## src/rtl/xbus_strobe_pkg.sv

```systemverilog
package xbus_strobe_pkg;

    localparam int BYTE_W = 8;

    // Kind of machine cycle, settled once per cycle at the last phase.
    typedef enum logic [1:0] {
        CYC_INT_FETCH   = 2'd0,
        CYC_EXT_FETCH   = 2'd1,
        CYC_DATA_WIDE   = 2'd2,
        CYC_DATA_NARROW = 2'd3
    } cyc_kind_e;

    // Everything the strobe shaper needs for one machine cycle.
    typedef struct packed {
        cyc_kind_e          kind;
        logic [BYTE_W-1:0]  hi_byte;
        logic               ale_quiet;
    } cyc_ctx_t;

    localparam cyc_ctx_t CTX_RESET = '{
        kind:      CYC_INT_FETCH,
        hi_byte:   {BYTE_W{1'b1}},
        ale_quiet: 1'b0
    };

    function automatic logic kind_is_data(cyc_kind_e k);
        return (k == CYC_DATA_WIDE) || (k == CYC_DATA_NARROW);
    endfunction

    function automatic logic kind_drives_addr(cyc_kind_e k);
        return (k == CYC_EXT_FETCH) || (k == CYC_DATA_WIDE);
    endfunction

    // True when ph lies in [lo, lo+len).
    function automatic logic in_window(int ph, int lo, int len);
        return (ph >= lo) && (ph < lo + len);
    endfunction

endpackage

```

## src/rtl/xbus_phase_ctr.sv

```systemverilog
module xbus_phase_ctr #(
    parameter int PHASES = 12,
    parameter int PH_W   = $clog2(PHASES)
) (
    input  logic            clk,
    input  logic            rst,
    output logic [PH_W-1:0] phase_q,
    output logic [PH_W-1:0] phase_d,
    output logic            last_phase
);

    localparam logic [PH_W-1:0] PH_LAST = PH_W'(PHASES - 1);

    assign last_phase = (phase_q == PH_LAST);
    assign phase_d    = last_phase ? '0 : phase_q + 1'b1;

    always_ff @(posedge clk) begin
        if (rst) begin
            phase_q <= '0;
        end else begin
            phase_q <= phase_d;
        end
    end

endmodule

```

## src/rtl/xbus_cycle_ctx.sv

```systemverilog
module xbus_cycle_ctx
    import xbus_strobe_pkg::*;
#(
    parameter int              ADDR_W    = 16,
    parameter logic [ADDR_W-1:0] INT_LIMIT = 16'h0FFF
) (
    input  logic              clk,
    input  logic              rst,
    input  logic              capture,
    input  logic              ext_access_pin,
    input  logic [ADDR_W-1:0] fetch_pc,
    input  logic              movx_cycle,
    input  logic              movx_wide,
    input  logic              ale_quiet,
    input  logic [BYTE_W-1:0] p2_latch,
    input  logic [BYTE_W-1:0] data_addr_hi,
    output cyc_ctx_t          ctx_d
);

    cyc_ctx_t ctx_q;
    cyc_ctx_t ctx_new;
    logic     fetch_off_chip;

    // Pin low sends every fetch off-chip; pin high only above the on-chip limit.
    assign fetch_off_chip = !ext_access_pin || (fetch_pc > INT_LIMIT);

    always_comb begin
        ctx_new.ale_quiet = ale_quiet;
        if (movx_cycle) begin
            if (movx_wide) begin
                ctx_new.kind    = CYC_DATA_WIDE;
                ctx_new.hi_byte = data_addr_hi;
            end else begin
                ctx_new.kind    = CYC_DATA_NARROW;
                ctx_new.hi_byte = p2_latch;
            end
        end else if (fetch_off_chip) begin
            ctx_new.kind    = CYC_EXT_FETCH;
            ctx_new.hi_byte = fetch_pc[ADDR_W-1 -: BYTE_W];
        end else begin
            ctx_new.kind    = CYC_INT_FETCH;
            ctx_new.hi_byte = p2_latch;
        end
    end

    assign ctx_d = capture ? ctx_new : ctx_q;

    always_ff @(posedge clk) begin
        if (rst) begin
            ctx_q <= CTX_RESET;
        end else begin
            ctx_q <= ctx_d;
        end
    end

endmodule

```

## src/rtl/xbus_strobe_out.sv

```systemverilog
module xbus_strobe_out
    import xbus_strobe_pkg::*;
#(
    parameter int PHASES = 12,
    parameter int ALE_W  = 2,
    parameter int PSEN_W = 3,
    parameter int PH_W   = $clog2(PHASES)
) (
    input  logic              clk,
    input  logic              rst,
    input  logic [PH_W-1:0]   phase_d,
    input  cyc_ctx_t          ctx_d,
    output logic              ale,
    output logic              psen_n,
    output logic [BYTE_W-1:0] port2_out,
    output logic              port2_addr_mode
);

    localparam int HALF = PHASES / 2;

    logic [1:0] ale_hit;
    logic [1:0] ale_keep;
    logic [1:0] psen_hit;
    logic       ale_enable;
    logic       ale_nxt;
    logic       psen_nxt;

    // One latch window at the start and one read window at the end of each half.
    for (genvar h = 0; h < 2; h++) begin : g_half
        localparam int ALE_LO  = h * HALF;
        localparam int PSEN_LO = h * HALF + HALF - PSEN_W;

        assign ale_hit[h]  = in_window(int'(phase_d), ALE_LO, ALE_W);
        assign psen_hit[h] = in_window(int'(phase_d), PSEN_LO, PSEN_W);

        if (h == 0) begin : g_first
            assign ale_keep[h] = 1'b1;
        end else begin : g_second
            assign ale_keep[h] = !kind_is_data(ctx_d.kind);
        end
    end

    assign ale_enable = !(ctx_d.ale_quiet && (ctx_d.kind == CYC_INT_FETCH));
    assign ale_nxt    = ale_enable && |(ale_hit & ale_keep);
    assign psen_nxt   = (ctx_d.kind == CYC_EXT_FETCH) && |psen_hit;

    always_ff @(posedge clk) begin
        if (rst) begin
            ale             <= 1'b0;
            psen_n          <= 1'b1;
            port2_out       <= '1;
            port2_addr_mode <= 1'b0;
        end else begin
            ale             <= ale_nxt;
            psen_n          <= !psen_nxt;
            port2_out       <= ctx_d.hi_byte;
            port2_addr_mode <= kind_drives_addr(ctx_d.kind);
        end
    end

endmodule

```

## src/rtl/xbus_strobe_gen.sv

```systemverilog
module xbus_strobe_gen
    import xbus_strobe_pkg::*;
#(
    parameter int                PHASES    = 12,
    parameter int                ADDR_W    = 16,
    parameter int                ALE_W     = 2,
    parameter int                PSEN_W    = 3,
    parameter logic [ADDR_W-1:0] INT_LIMIT = 16'h0FFF
) (
    input  logic                       clk,
    input  logic                       rst,
    input  logic                       ext_access_pin,
    input  logic [ADDR_W-1:0]          fetch_pc,
    input  logic                       movx_cycle,
    input  logic                       movx_wide,
    input  logic                       ale_quiet,
    input  logic [7:0]                 p2_latch,
    input  logic [7:0]                 data_addr_hi,
    output logic                       ale,
    output logic                       psen_n,
    output logic [7:0]                 port2_out,
    output logic                       port2_addr_mode,
    output logic [$clog2(PHASES)-1:0]  mc_phase
);

    localparam int PH_W = $clog2(PHASES);

    logic [PH_W-1:0] phase_d;
    logic            last_phase;
    cyc_ctx_t        ctx_d;

    xbus_phase_ctr #(
        .PHASES (PHASES),
        .PH_W   (PH_W)
    ) u_phase (
        .clk        (clk),
        .rst        (rst),
        .phase_q    (mc_phase),
        .phase_d    (phase_d),
        .last_phase (last_phase)
    );

    xbus_cycle_ctx #(
        .ADDR_W    (ADDR_W),
        .INT_LIMIT (INT_LIMIT)
    ) u_ctx (
        .clk            (clk),
        .rst            (rst),
        .capture        (last_phase),
        .ext_access_pin (ext_access_pin),
        .fetch_pc       (fetch_pc),
        .movx_cycle     (movx_cycle),
        .movx_wide      (movx_wide),
        .ale_quiet      (ale_quiet),
        .p2_latch       (p2_latch),
        .data_addr_hi   (data_addr_hi),
        .ctx_d          (ctx_d)
    );

    xbus_strobe_out #(
        .PHASES (PHASES),
        .ALE_W  (ALE_W),
        .PSEN_W (PSEN_W),
        .PH_W   (PH_W)
    ) u_out (
        .clk             (clk),
        .rst             (rst),
        .phase_d         (phase_d),
        .ctx_d           (ctx_d),
        .ale             (ale),
        .psen_n          (psen_n),
        .port2_out       (port2_out),
        .port2_addr_mode (port2_addr_mode)
    );

endmodule

```

## config.mk

```make
export PLATFORM = sky130hd
export DESIGN_NAME = xbus_strobe_gen
export DESIGN_NICKNAME = d
export VERILOG_FILES = /design/src/rtl/xbus_strobe_pkg.sv /design/src/rtl/xbus_phase_ctr.sv /design/src/rtl/xbus_cycle_ctx.sv /design/src/rtl/xbus_strobe_out.sv /design/src/rtl/xbus_strobe_gen.sv
export SDC_FILE = /design/constraint.sdc
export NUM_CORES = 1
export LEC_CHECK = 0
export BUFFER_PORTS_ARGS = -buffer_cell sky130_fd_sc_hd__buf_2
export CORE_MARGIN = 4
export CORE_UTILIZATION = 45
export DETAILED_ROUTE_END_ITERATION = 10
export PLACE_DENSITY = 0.77
export SLEW_MARGIN = 20
export SYNTH_ARGS = -nofsm -noshare
export SYNTH_HDL_FRONTEND = slang
export SYNTH_SLANG_ARGS = --single-unit
```

## constraint.sdc

```tcl
create_clock -name clk -period 2.22 [get_ports clk]
set_input_delay 0.111 -clock clk [delete_from_list [all_inputs] [get_ports clk]]
set_output_delay 0.111 -clock clk [all_outputs]
set_load 0.01 [all_outputs]
```

==> results by group <==
Yosys
  – Syn Area/Cell: 9.44 um2
  – Async S/R FF share, synth: 0%
  – Synth area leaders: dfxtp_1 (33%), mux2i_1 (14%), a221o_1 (7.3%), buf_4 (6.2%), ha_1 (5.7%)
  – EDFF count, synth: 0
  – Adder-cell share of the synthesized area: 5.71%
  – Most common flop cell mapped by yosys: dfxtp_1
  – Multiplexer share of the synthesized area: 14.7%
  – Post-Synth XOR/XNOR Area: 0.800%
  – Main combinational cell family by area after synthesis: compound AO/OA/AOI/OAI gates
  – Top post-synthesis cells by count: dfxtp_1 (18), mux2i_1 (15), nor2_1 (12), a21oi_1 (9), buf_4 (9)
  – Distinct cell type count after synthesis: 28
  – Top cell type's share of synthesized area: 32.9%
  – Post-synthesis sequential area ratio: 32.9%
  – Cells after Synth: 116
  – Cell type with the highest aggregate area in the netlist: dfxtp_1
  – Synthesized flop and latch total: 18
  – Post-Synth Simple-Gate Area: 14.1%
  – Cell Area, Synth: 1090 um2
  – Top-count cell post-synth: dfxtp_1
  – Post-synthesis compound-gate area fraction: 17.9%
  – Synth Net Count: 159
  – Yosys warns: 0

Worst hold path
  – HP Class: primary input to flip-flop

Place
  – Buffers on Ports: 44
  – Placer congestion estimate: 0.774
  – Post-DP HPWL: 1960 um
  – DP Cell Count: 174
  – Pre-CTS setup slack: 0.330 ns

STA
  – Rel. slew slack: 73.1%
  – Least-Margin Pin Slew: 0.403 ns
  – Final min period: 1.92 ns
  – Skew final: 0.00926 ns
  – Final worst path period share: 86.5%
  – Slew Limit Fails: 0
  – # setup viols final: 0
  – Setup TNS: 0 ns
  – Unrepaired setup endpoints after global routing: false
  – Endpoints failing hold: 0
  – Setup ws final: 0.300 ns
  – Fmax: 521 MHz

Clock tree
  – Clock latency on the worst-skew pair: 0.30 ns
  – CTS resizes: 0
  – Hold-fix buffers, CTS: 0
  – CTS Buf Count: 3
  – Reg clk slew, reported paths: 0.11 ns
  – Clock root cell: clkbuf_4
  – CTS tree: done
  – Max clock buf depth: 2
  – H-Tree Depth: 1
  – Post-CTS setup buffer count: 0
  – CTS Sinks: 18

Worst setup path
  – Worst path cell trace: ha_1, nand3b_1, mux2i_1, ha_1, inv_1, a311oi_1, o21ai_0
  – Crit start category: flip-flop
  – Crit path from: u_phase.phase_q[1]
  – Worst EP required: 2.40 ns
  – WP depth: 7
  – FF-to-FF End: u_out.psen_n
  – Critical Path Fanout Max: 6
  – Buf/Inv on CP: 1
  – FF-to-FF Start: u_phase.phase_q[1]
  – Setup CP Type: flip-flop to flip-flop
  – Setup slack, reg-to-reg: 0.30 ns
  – Slowest cell delay on critical path: 0.43 ns
  – CP dominant cell by count: ha_1
  – Worst EP arrival: 2.10 ns
  – CP top delay family: adder cells
  – Critical Path End Type: flip-flop
  – Reg2Reg Depth: 7
  – Critical-path top delay cell: dfxtp_1
  – Critical Path Sink: u_out.psen_n

Die
  – Initial Util: 48.6%
  – Die area: 3290 um2
  – Site Rows: 17
  – Top Ports: 53
  – Die height: 57.3 um
  – Core area: 2250 um2
  – Die W: 57.3 um

Detailed routing
  – First drt pass iteration count: 5
  – DR WL met2: 1280 um
  – DR vias: 967
  – Post-Route WL: 2540 um
  – Met3 WL: 156 um
  – Vias per inst: 5.43
  – Met1 Routed Length: 1070 um
  – Final ANT Viol Nets: 0
  – Max layer used: met4
  – Initial DRC Count: 27
  – Post-route DRC violation count: 0
  – WL/cell: 14.3 um

Cells and area
  – Fin nets: 194
  – Share of cells above drive strength 1: 37.3%
  – Fill cells: 221
  – Area Growth Syn to Fin: 15.9%
  – N_diodes: 0
  – Finished Layout Cells: 178
  – Combined area of the multi-input logic cells: 583 um2
  – Final core area utilization: 56.3%
  – FF+latch area: 360 um2

Outcome
  – Status: finished, final reports clean

Global route
  – Total GRT Usage: 15.1%
  – Largest net degree at the start of global routing: 24
  – Overflow after GRT: 0
  – First-pass GRT wire length: 3960 um
  – Antenna violations before repair: 0
  – Vias in the first global route: 908

Pwr
  – LEAKAGE: 0.580 nW
  – Pwr dens: 517 nW/um2
  – Pwr Total: 0.000656 W
  – Peak VDD IR: 0.287 mV

Flow run
  – Max-cap viol count: 0
stage by stage:
stage	hold WS, ns	area (um2)
global route	0.0925	1270
floorplan	0.275	1090
detailed placement	0.394	1230
finish	0.0683	1270
CTS	0.0694	1270
global placement	0.375	1230
power by group:
part / switching [W] / total [W] / internal (W)
registers: 0.00000726 / 0.000337 / 0.000330
logic: 0.0000552 / 0.000109 / 0.0000536
clock network: 0.000109 / 0.000209 / 0.000100
total: 0.000172 / 0.000656 / 0.000484
worst min-delay path by stage:
stage               cells after the start              to       from
floorplan                               2  u_ctx.ctx_q[0]  ale_quiet
global placement                        3  u_ctx.ctx_q[0]  ale_quiet
detailed placement                      3  u_ctx.ctx_q[0]  ale_quiet
CTS                                     3  u_ctx.ctx_q[0]  ale_quiet
global route                            3  u_ctx.ctx_q[0]  ale_quiet
finish                                  3  u_ctx.ctx_q[0]  ale_quiet
layout make-up:
class,count,area share (%)
multi-input combinational,77,46.0
sequential,18,28.4
timing repair buffer,46,18.5
clock buffer,4,2.86
tap,28,2.76
inverter,5,1.48
cells in the final DEF, fill, tap and decap left out, drive strengths merged:
cell    synthesis  routed
a311oi          1       1
nor3b           1       1
mux2            1       1
nor4            2       2
dfxtp          18      18
nor2           12      12
o21ai           3       3
nand2b          3       3
a211o           4       4
buf            13      46
nor2b           4       4
a221o           8       8
a21oi           9       9
and2            1       1
nand2           2       2
xnor2           1       1
clkbuf          3       4
mux2i          15      15
nand3b          2       2
ha              5       5
a22oi           1       1
nand3           2       2
inv             5       5
layer usage:
layer	vias up	global-route usage [%]
li1	477	-
met1	454	17.6
met2	31	26.6
met3	5	4.30
met4	0	4.97
met5	-	0
cells by family after synthesis:
group / after synthesis
compound gates: 26
xor+xnor: 1
fa+ha+maj: 5
buf+inv: 21
flops: 18
mux: 16
simple gates: 29
registers in the layout, summed over array words and instances, names as in the netlist:
| name | cells |
|---|---|
| u_out.port2_out | 8 |
| u_out.port2_addr_mode | 1 |
| u_out.ale | 1 |
| u_out.psen_n | 1 |
| u_phase.phase_q | 4 |
| u_ctx.ctx_q | 3 |
worst register-to-register path: stages (launching register included):
cell and delay, ns:
dfxtp_1 0.43, ha_1 0.25, nand3b_1 0.19, mux2i_1 0.32, ha_1 0.19, inv_1 0.04
a311oi_1 0.24, o21ai_0 0.14
Power figures use the tool's default switching activity.
